===== config.mk =====
export PLATFORM = sky130hd
export DESIGN_NAME = tile_matmul
export DESIGN_NICKNAME = d
export VERILOG_FILES = /design/src/rtl/tm_pkg.sv /design/src/rtl/tm_ctrl.sv /design/src/rtl/tm_addr.sv /design/src/rtl/tm_dp.sv /design/src/rtl/tile_matmul.sv
export SDC_FILE = /design/constraint.sdc
export NUM_CORES = 1
export LEC_CHECK = 0
export BUFFER_PORTS_ARGS = -buffer_cell sky130_fd_sc_hd__buf_2
export CAP_MARGIN = 20
export CORE_MARGIN = 10
export CORE_UTILIZATION = 37
export DETAILED_ROUTE_END_ITERATION = 10
export SYNTH_ARGS = -nofsm -noshare
export SYNTH_HDL_FRONTEND = slang
export SYNTH_SLANG_ARGS = --single-unit

===== constraint.sdc =====
create_clock -name clk -period 6.1 [get_ports clk]
set_input_delay 0.305 -clock clk [delete_from_list [all_inputs] [get_ports clk]]
set_output_delay 0.305 -clock clk [all_outputs]
set_load 0.03 [all_outputs]

===== src/rtl/tm_pkg.sv =====
package tm_pkg;

  typedef enum logic [2:0] {
    ST_IDLE,
    ST_READ,
    ST_FLUSH,
    ST_STORE,
    ST_FINISH
  } tmState_e;

  // strobes from control to datapath
  typedef struct packed {
    logic accClear;
    logic readEn;
    logic store;
  } tmStrobe_t;

endpackage


===== src/rtl/tm_ctrl.sv =====
module tm_ctrl
  import tm_pkg::*;
#(
  parameter int WIDTH      = 4,
  parameter int TILE_WIDTH = 2,
  parameter int CW         = 2,
  parameter int TW         = 1,
  parameter int LW         = 1
) (
  input  logic          clk,
  input  logic          rstN,
  input  logic          start,
  output tmStrobe_t     strb,
  output logic          busy,
  output logic          done,
  output logic [TW-1:0] tileX,
  output logic [TW-1:0] tileY,
  output logic [LW-1:0] locX,
  output logic [LW-1:0] locY,
  output logic [CW-1:0] kIdx
);

  localparam int NT = WIDTH / TILE_WIDTH;

  tmState_e state, stateNxt;
  logic kLast, locXLast, locYLast, tileXLast, tileYLast, allLast;

  assign kLast     = (kIdx  == CW'(WIDTH - 1));
  assign locXLast  = (locX  == LW'(TILE_WIDTH - 1));
  assign locYLast  = (locY  == LW'(TILE_WIDTH - 1));
  assign tileXLast = (tileX == TW'(NT - 1));
  assign tileYLast = (tileY == TW'(NT - 1));
  assign allLast   = locXLast && locYLast && tileXLast && tileYLast;

  always_comb begin
    stateNxt      = state;
    strb.accClear = 1'b0;
    strb.readEn   = 1'b0;
    strb.store    = 1'b0;
    unique case (state)
      ST_IDLE:   if (start) stateNxt = ST_READ;
      ST_READ: begin
        strb.readEn   = 1'b1;
        strb.accClear = (kIdx == '0);
        if (kLast) stateNxt = ST_FLUSH;
      end
      ST_FLUSH:  stateNxt = ST_STORE;
      ST_STORE: begin
        strb.store = 1'b1;
        stateNxt   = allLast ? ST_FINISH : ST_READ;
      end
      ST_FINISH: stateNxt = ST_IDLE;
      default:   stateNxt = ST_IDLE;
    endcase
  end

  assign busy = (state != ST_IDLE);
  assign done = (state == ST_FINISH);

  always_ff @(posedge clk or negedge rstN) begin
    if (!rstN) begin
      state <= ST_IDLE;
      kIdx  <= '0;
      locX  <= '0;
      locY  <= '0;
      tileX <= '0;
      tileY <= '0;
    end else begin
      state <= stateNxt;
      if (state == ST_READ) begin
        kIdx <= kLast ? '0 : kIdx + 1'b1;
      end
      if (state == ST_STORE) begin
        if (!locXLast) locX <= locX + 1'b1;
        else begin
          locX <= '0;
          if (!locYLast) locY <= locY + 1'b1;
          else begin
            locY <= '0;
            if (!tileXLast) tileX <= tileX + 1'b1;
            else begin
              tileX <= '0;
              tileY <= tileYLast ? '0 : tileY + 1'b1;
            end
          end
        end
      end
    end
  end

endmodule


===== src/rtl/tm_addr.sv =====
module tm_addr #(
  parameter int WIDTH      = 4,
  parameter int TILE_WIDTH = 2,
  parameter int CW         = 2,
  parameter int TW         = 1,
  parameter int LW         = 1,
  parameter int AW         = 4
) (
  input  logic [TW-1:0] tileX,
  input  logic [TW-1:0] tileY,
  input  logic [LW-1:0] locX,
  input  logic [LW-1:0] locY,
  input  logic [CW-1:0] kIdx,
  output logic [AW-1:0] mAddr,
  output logic [AW-1:0] nAddr,
  output logic [AW-1:0] pAddr
);

  logic [CW-1:0] rowIdx, colIdx;

  assign rowIdx = CW'(CW'(tileY) * CW'(TILE_WIDTH) + CW'(locY));
  assign colIdx = CW'(CW'(tileX) * CW'(TILE_WIDTH) + CW'(locX));

  assign mAddr = AW'(AW'(rowIdx) * AW'(WIDTH) + AW'(kIdx));
  assign nAddr = AW'(AW'(kIdx)   * AW'(WIDTH) + AW'(colIdx));
  assign pAddr = AW'(AW'(rowIdx) * AW'(WIDTH) + AW'(colIdx));

endmodule


===== src/rtl/tm_dp.sv =====
module tm_dp
  import tm_pkg::*;
#(
  parameter int DATA_W = 8,
  parameter int ACC_W  = 18
) (
  input  logic              clk,
  input  logic              rstN,
  input  tmStrobe_t         strb,
  input  logic [DATA_W-1:0] mData,
  input  logic [DATA_W-1:0] nData,
  output logic [ACC_W-1:0]  pData
);

  logic             validQ;
  logic [ACC_W-1:0] acc, prod;

  assign prod = ACC_W'(mData) * ACC_W'(nData);

  always_ff @(posedge clk or negedge rstN) begin
    if (!rstN) begin
      validQ <= 1'b0;
      acc    <= '0;
    end else begin
      validQ <= strb.readEn;
      if (strb.accClear)  acc <= '0;
      else if (validQ)    acc <= acc + prod;
    end
  end

  assign pData = strb.store ? acc : '0;

endmodule


===== src/rtl/tile_matmul.sv =====
module tile_matmul
  import tm_pkg::*;
#(
  parameter int WIDTH      = 4,
  parameter int TILE_WIDTH = 2,
  parameter int DATA_W     = 8,
  localparam int CW    = (WIDTH > 1) ? $clog2(WIDTH) : 1,
  localparam int AW    = (WIDTH > 1) ? $clog2(WIDTH * WIDTH) : 1,
  localparam int ACC_W = 2 * DATA_W + CW
) (
  input  logic              clk,
  input  logic              rstN,
  input  logic              start,
  output logic              busy,
  output logic              done,
  output logic              rdEn,
  output logic [AW-1:0]     mAddr,
  output logic [AW-1:0]     nAddr,
  input  logic [DATA_W-1:0] mData,
  input  logic [DATA_W-1:0] nData,
  output logic              pWrEn,
  output logic [AW-1:0]     pAddr,
  output logic [ACC_W-1:0]  pData
);

  localparam int NT = WIDTH / TILE_WIDTH;
  localparam int TW = (NT > 1) ? $clog2(NT) : 1;
  localparam int LW = (TILE_WIDTH > 1) ? $clog2(TILE_WIDTH) : 1;

  if ((WIDTH % TILE_WIDTH) != 0 || TILE_WIDTH < 1) begin : gBadTile
    $error("WIDTH must be a multiple of TILE_WIDTH");
  end

  tmStrobe_t     strb;
  logic [TW-1:0] tileX, tileY;
  logic [LW-1:0] locX, locY;
  logic [CW-1:0] kIdx;

  tm_ctrl #(
    .WIDTH(WIDTH), .TILE_WIDTH(TILE_WIDTH), .CW(CW), .TW(TW), .LW(LW)
  ) uCtrl (
    .clk(clk), .rstN(rstN), .start(start), .strb(strb),
    .busy(busy), .done(done),
    .tileX(tileX), .tileY(tileY), .locX(locX), .locY(locY), .kIdx(kIdx)
  );

  tm_addr #(
    .WIDTH(WIDTH), .TILE_WIDTH(TILE_WIDTH), .CW(CW), .TW(TW), .LW(LW), .AW(AW)
  ) uAddr (
    .tileX(tileX), .tileY(tileY), .locX(locX), .locY(locY), .kIdx(kIdx),
    .mAddr(mAddr), .nAddr(nAddr), .pAddr(pAddr)
  );

  tm_dp #(.DATA_W(DATA_W), .ACC_W(ACC_W)) uDp (
    .clk(clk), .rstN(rstN), .strb(strb),
    .mData(mData), .nData(nData), .pData(pData)
  );

  assign rdEn  = strb.readEn;
  assign pWrEn = strb.store;

endmodule


# [Yosys cells after proc, flatten, opt, wreduce, memory -nomap -nowiden]
# Cells that the tools add are included.
[totals] reg_bits=28 output_inout_bits=34
[classes] add_sub_neg=11 mul=1 n_eq_ne=7 muxes=14 reduce_logical=11
[op_table] operator="2-to-1 mux 18 bit" n=3
[op_table] operator="adder 18 x 16 -> 18 bit" n=1
[op_table] operator="multiplier 8 x 8 -> 16 bit" n=1
[op_table] operator="adder 4 x 2 -> 4 bit" n=3
[op_table] operator="case mux 3 bit (4 select lines)" n=1
[op_table] operator="2-to-1 mux 3 bit" n=3
[op_table] operator="== test 3 x 2 -> 1 bit (second input constant)" n=2
[op_table] operator="2-to-1 mux 1 bit" n=5
[op_table] operator="adder 1 bit (second input constant)" n=4
[op_table] operator="adder 2 x 1 -> 2 bit" n=2
[op_table] operator="2-to-1 mux 2 bit" n=2
[op_table] operator="AND reduction 2 bit" n=2
[op_table] operator="AND reduction 4 bit" n=1
[op_table] operator="== test 3 x 1 -> 1 bit (second input constant)" n=1
[op_table] operator="== test 3 bit (second input constant)" n=1
[op_table] operator="logical AND 1 bit" n=3
[op_table] operator="zero test 3 bit" n=1
[op_table] operator="AND reduction 3 bit" n=1
[op_table] operator="nonzero test 3 bit" n=1
[op_table] operator="adder 2 x 1 -> 2 bit (second input constant)" n=1
[op_table] operator="== test 2 bit (second input constant)" n=1
[op_table] operator="zero test 2 bit" n=1
[op_table] operator="!= test 2 x 1 -> 1 bit (second input constant)" n=1
[op_table] operator="!= test 2 bit (second input constant)" n=1
[op_table] operator="nonzero test 2 bit" n=1

# [Logic depth before layout (Yosys ltp)]
[logic_depth] depth_word=5 depth_mapped=18 mapped_depth_nobuf=17

# [Modules after synthesis]
# From an unflattened synthesis, not the netlist that was laid out.
[hier_totals] cells_unflattened=454 area_unflattened_um2=4085.2
[modules_own_cells] mod="tm_dp" n_inst=1 cells_per_inst=403 area_each_um2=3563.4 seq_area_each_um2=475.5
[modules_own_cells] mod="tm_ctrl" n_inst=1 cells_per_inst=39 area_each_um2=431.7 seq_area_each_um2=225.2
[modules_own_cells] mod="tm_addr" n_inst=1 cells_per_inst=12 area_each_um2=90.1 seq_area_each_um2=0.0

# [Worst setup path before layout]
# No wires, ideal clock.
[synth_timing] kind="input to register" start="in mData[3]" end="reg uDp.acc[17]" setup_time_ns=0.079 arrival_ns=4.258 required_ns=6.021 path_slack_ns=1.762 stages=15 path_cell_list="and2_1 > fa_1 > fa_1 > fa_1 > inv_1 > fa_1 > inv_1 > ha_1 > buf_6 > a21o_1 > a21o_1 > or3_1 > o221ai_2 > mux2i_1 > mux2i_1"
[synth_via] elab_chain_cells=4
[synth_rtl] element="from (decl)" line_no="tile_matmul.sv:19" text="input logic [DATA_W-1:0] mData,"
[synth_rtl] element="multiplier 8 x 8 -> 16 bit" line_no="tm_dp.sv:18" text="assign prod = ACC_W'(mData) * ACC_W'(nData);"
[synth_rtl] element="adder 18 x 16 -> 18 bit" line_no="tm_dp.sv:27" text="else if (validQ) acc <= acc + prod;"
[synth_rtl] element="2-to-1 mux 18 bit" line_no="tm_dp.sv:27"
[synth_rtl] element="2-to-1 mux 18 bit" line_no="tm_dp.sv:26" text="if (strb.accClear) acc <= '0;"
[synth_rtl] element="to (signal assigned)" line_no="tm_dp.sv:27"
[synth_rtl] element="to (decl)" line_no="tm_dp.sv:16" text="logic [ACC_W-1:0] acc, prod;"
# No other way between the ends. The select of a mux whose other input is x is not followed.
# A chain may end at the register's enable or synchronous reset.

# [Worst setup path after layout]
# Same ends and word-level chain as after synthesis.

==> results.toml <==
[status]
outcome = "finished, final reports clean"

[floorplan]
num_rows = 38
coreArea_mm2 = 0.0108
dieArea_mm2 = 0.0156
io_pins = 53
dieWidth_um = 125
start_util_pct = 37.7
die_h_um = 125

[final_layout]
num_antenna_cells = 0
final_cell_mix = "inv_1 (101), buf_2 (52), fa_1 (50)"
final_cell_count_no_fill = 641
layout-drive-gt1-share_pct = 12.6
fillers = 1120
area_growth_pct = 8.97
seq_area_um2 = 701
fin_nets = 613
multiInputGateArea_mm2 = 0.00287
layout_commonest_cell = "inv_1"

[drt]
drc = 0
routed_wl_um = 9660
vias = 3137
drt_iter0_markers = 200
viasPerCell = 4.89
dr.pass1.iters = 4
ant_nets = 0
routedWlPerCell_um = 15.1

[global_route]
grt_start_max_net_pins = 29
grt_use_total_pct = 12.4
antenna_found_initial = 0
grt_pass1_vias = 3278
overflow = 0
grt_pass1_wl_um = 16600

[clocking]
cts_setup_buffers = 0
cts-root-buf = "clkbuf_8"
numClockSinks = 28
holdBufCountCts = 0
clkTransAtPathRegs_ns = 0.10
clock_path_buffers = 2
insertion_delay_ns = 0.28
ctsHtreeMaxLevel = 1
cts_tree = "yes"
postCtsResizedCells = 0
cts_buffers = 3

[placed_design]
numPortBuffers = 52
place_congestion = 0.818
place_ws_ns = 1.39
dpl.hpwl_um = 8010
place_inst = 637

[critical_path]
path_class = "input port to flip-flop"
cp_max_fo = 8
worstPathRequired_ns = 6.31
path_buf_inv = 3
worstPathArrival_ns = 4.62
cp_common_cell = "fa_1"
cp-end-kind = "flip-flop"
path_delay_family = "adder cells"
crit_slowest_cell = "fa_1"
cpPeakStageDelay_ns = 0.55
crit_path_start_kind = "input port"
crit_path_cell_trace = "buf_2 > and2_1 > fa_1 > fa_1 > fa_1 > inv_1 > fa_1 > inv_1 > ha_1 > a21o_1 > a21o_1 > or3_1 > o221ai_2 > mux2i_1 > mux2i_1"

[timing]
fin_ws_ns = 1.69
skew_ns = 0.00584
fin_setup_tns_ns = 0
min_period_over_period_pct = 72.3
setup_viol_count_final = 0
slew_violations = 0
max_slew_margin_pct = 39.3
worst_pin_slew_ns = 0.910
fmaxAchievable_ghz = 0.227
hold_viol = 0
rsz0062_at_grt = "false"
fin_crit_ns = 4.41

[synth]
synth_cell_types = 48
ys_seq_elements = 28
syn_area_mm2 = 0.00409
yosys_warnings = 0
synth_edf_count = 0
synth_flop_cell = "dfrtp_1"
syn-num-nets = 581
seq_area_frac_synth_pct = 17.2
syn_inst = 470
syn_area_per_cell_um2 = 8.69
async_flop_share_pct = 100

[job]
maxCapViolCount = 0

[worst_hold_path]
min_path_type = "input port to asynchronous set/reset pin"
## final timing paths
kind / from / to / slack (ns) / depth (start not counted)
worst min register to register: uDp.acc[7]$_DFFE_PN0P_ / uDp.acc[7]$_DFFE_PN0P_ / 0.52 / 2
worst min-delay path: rstN / uCtrl.kIdx[0]$_DFFE_PN0P_ / 0.04 / 1
max in group asynchronous: rstN / uDp.acc[4]$_DFFE_PN0P_ / 5.64 / 1
worst max-delay path: mData[3] / uDp.acc[17]$_DFFE_PN0P_ / 1.69 / 15
min in group clk: start / uCtrl.state[0]$_DFFE_PN0P_ / 0.36 / 3
worst max register to register: uDp.acc[6]$_DFFE_PN0P_ / uDp.acc[13]$_DFFE_PN0P_ / 1.78 / 15
## cell type report
class / count / area share [%]
sequential: 28 / 15.7
clock inverter: 1 / 0.675
tap: 140 / 3.93
clock buffer: 3 / 0.927
timing repair buffer: 52 / 5.85
inverter: 101 / 8.52
multi-input combinational: 316 / 64.4
## stage by stage
| step | hold slack [ns] | utilization (%) | area, µm² |
|---|---|---|---|
| global placement | 0.376 | 40.4 | 4380 |
| floorplan | 0.00941 | - | 4090 |
| global route | 0.0914 | 41.1 | 4450 |
| detailed placement | 0.379 | 40.4 | 4380 |
| finish | 0.0406 | 41.1 | 4450 |
| CTS | 0.0686 | 41.1 | 4450 |
## routing by layer
| layer | track usage (%) | vias up | routed length [µm] |
|---|---|---|---|
| li1 | - | 1539 | - |
| met1 | 15.7 | 1534 | 4140 |
| met5 | 0 | - | 0 |
| met2 | 22.1 | 56 | 5000 |
| met4 | 2.78 | 0 | 102 |
| met3 | 1.31 | 8 | 413 |
## cell usage after synthesis, drive strengths merged (3+ instances only)
cell	number	area share [%]
a211oi	5	0.92
a21o	6	1.1
a21oi	14	1.7
and2	45	6.9
and3	3	0.49
buf	12	2.2
clkbuf	13	1.2
dfrtp	28	17
fa	50	25
ha	42	13
inv	101	9.3
mux2i	11	2.7
nand2	41	3.8
nand2b	4	0.61
nand3	7	0.86
nor2	13	1.2
nor3	19	2.3
o21ai	16	2.0
or3	4	0.61
xnor2	6	1.3
## flip-flops by register name, indices dropped and copies added (netlist names)
register	cells
uDp.validQ	1
uCtrl.state	3
uCtrl.locX	1
uCtrl.tileY	1
uDp.acc	18
uCtrl.tileX	1
uCtrl.locY	1
uCtrl.kIdx	2
## kinds of logic after synthesis
kind of cell | synth area share, %
AOI/OAI and AO/OA | 8.85
xor gates and xnor gates | 1.50
adders and majority gates | 37.4
buffers and inverters | 12.7
DFF | 17.2
muxes | 2.97
and+or+nand+nor | 19.4
Power is not shown: default switching activity piles up to over one toggle a cycle in this logic, so the estimate is an artifact.
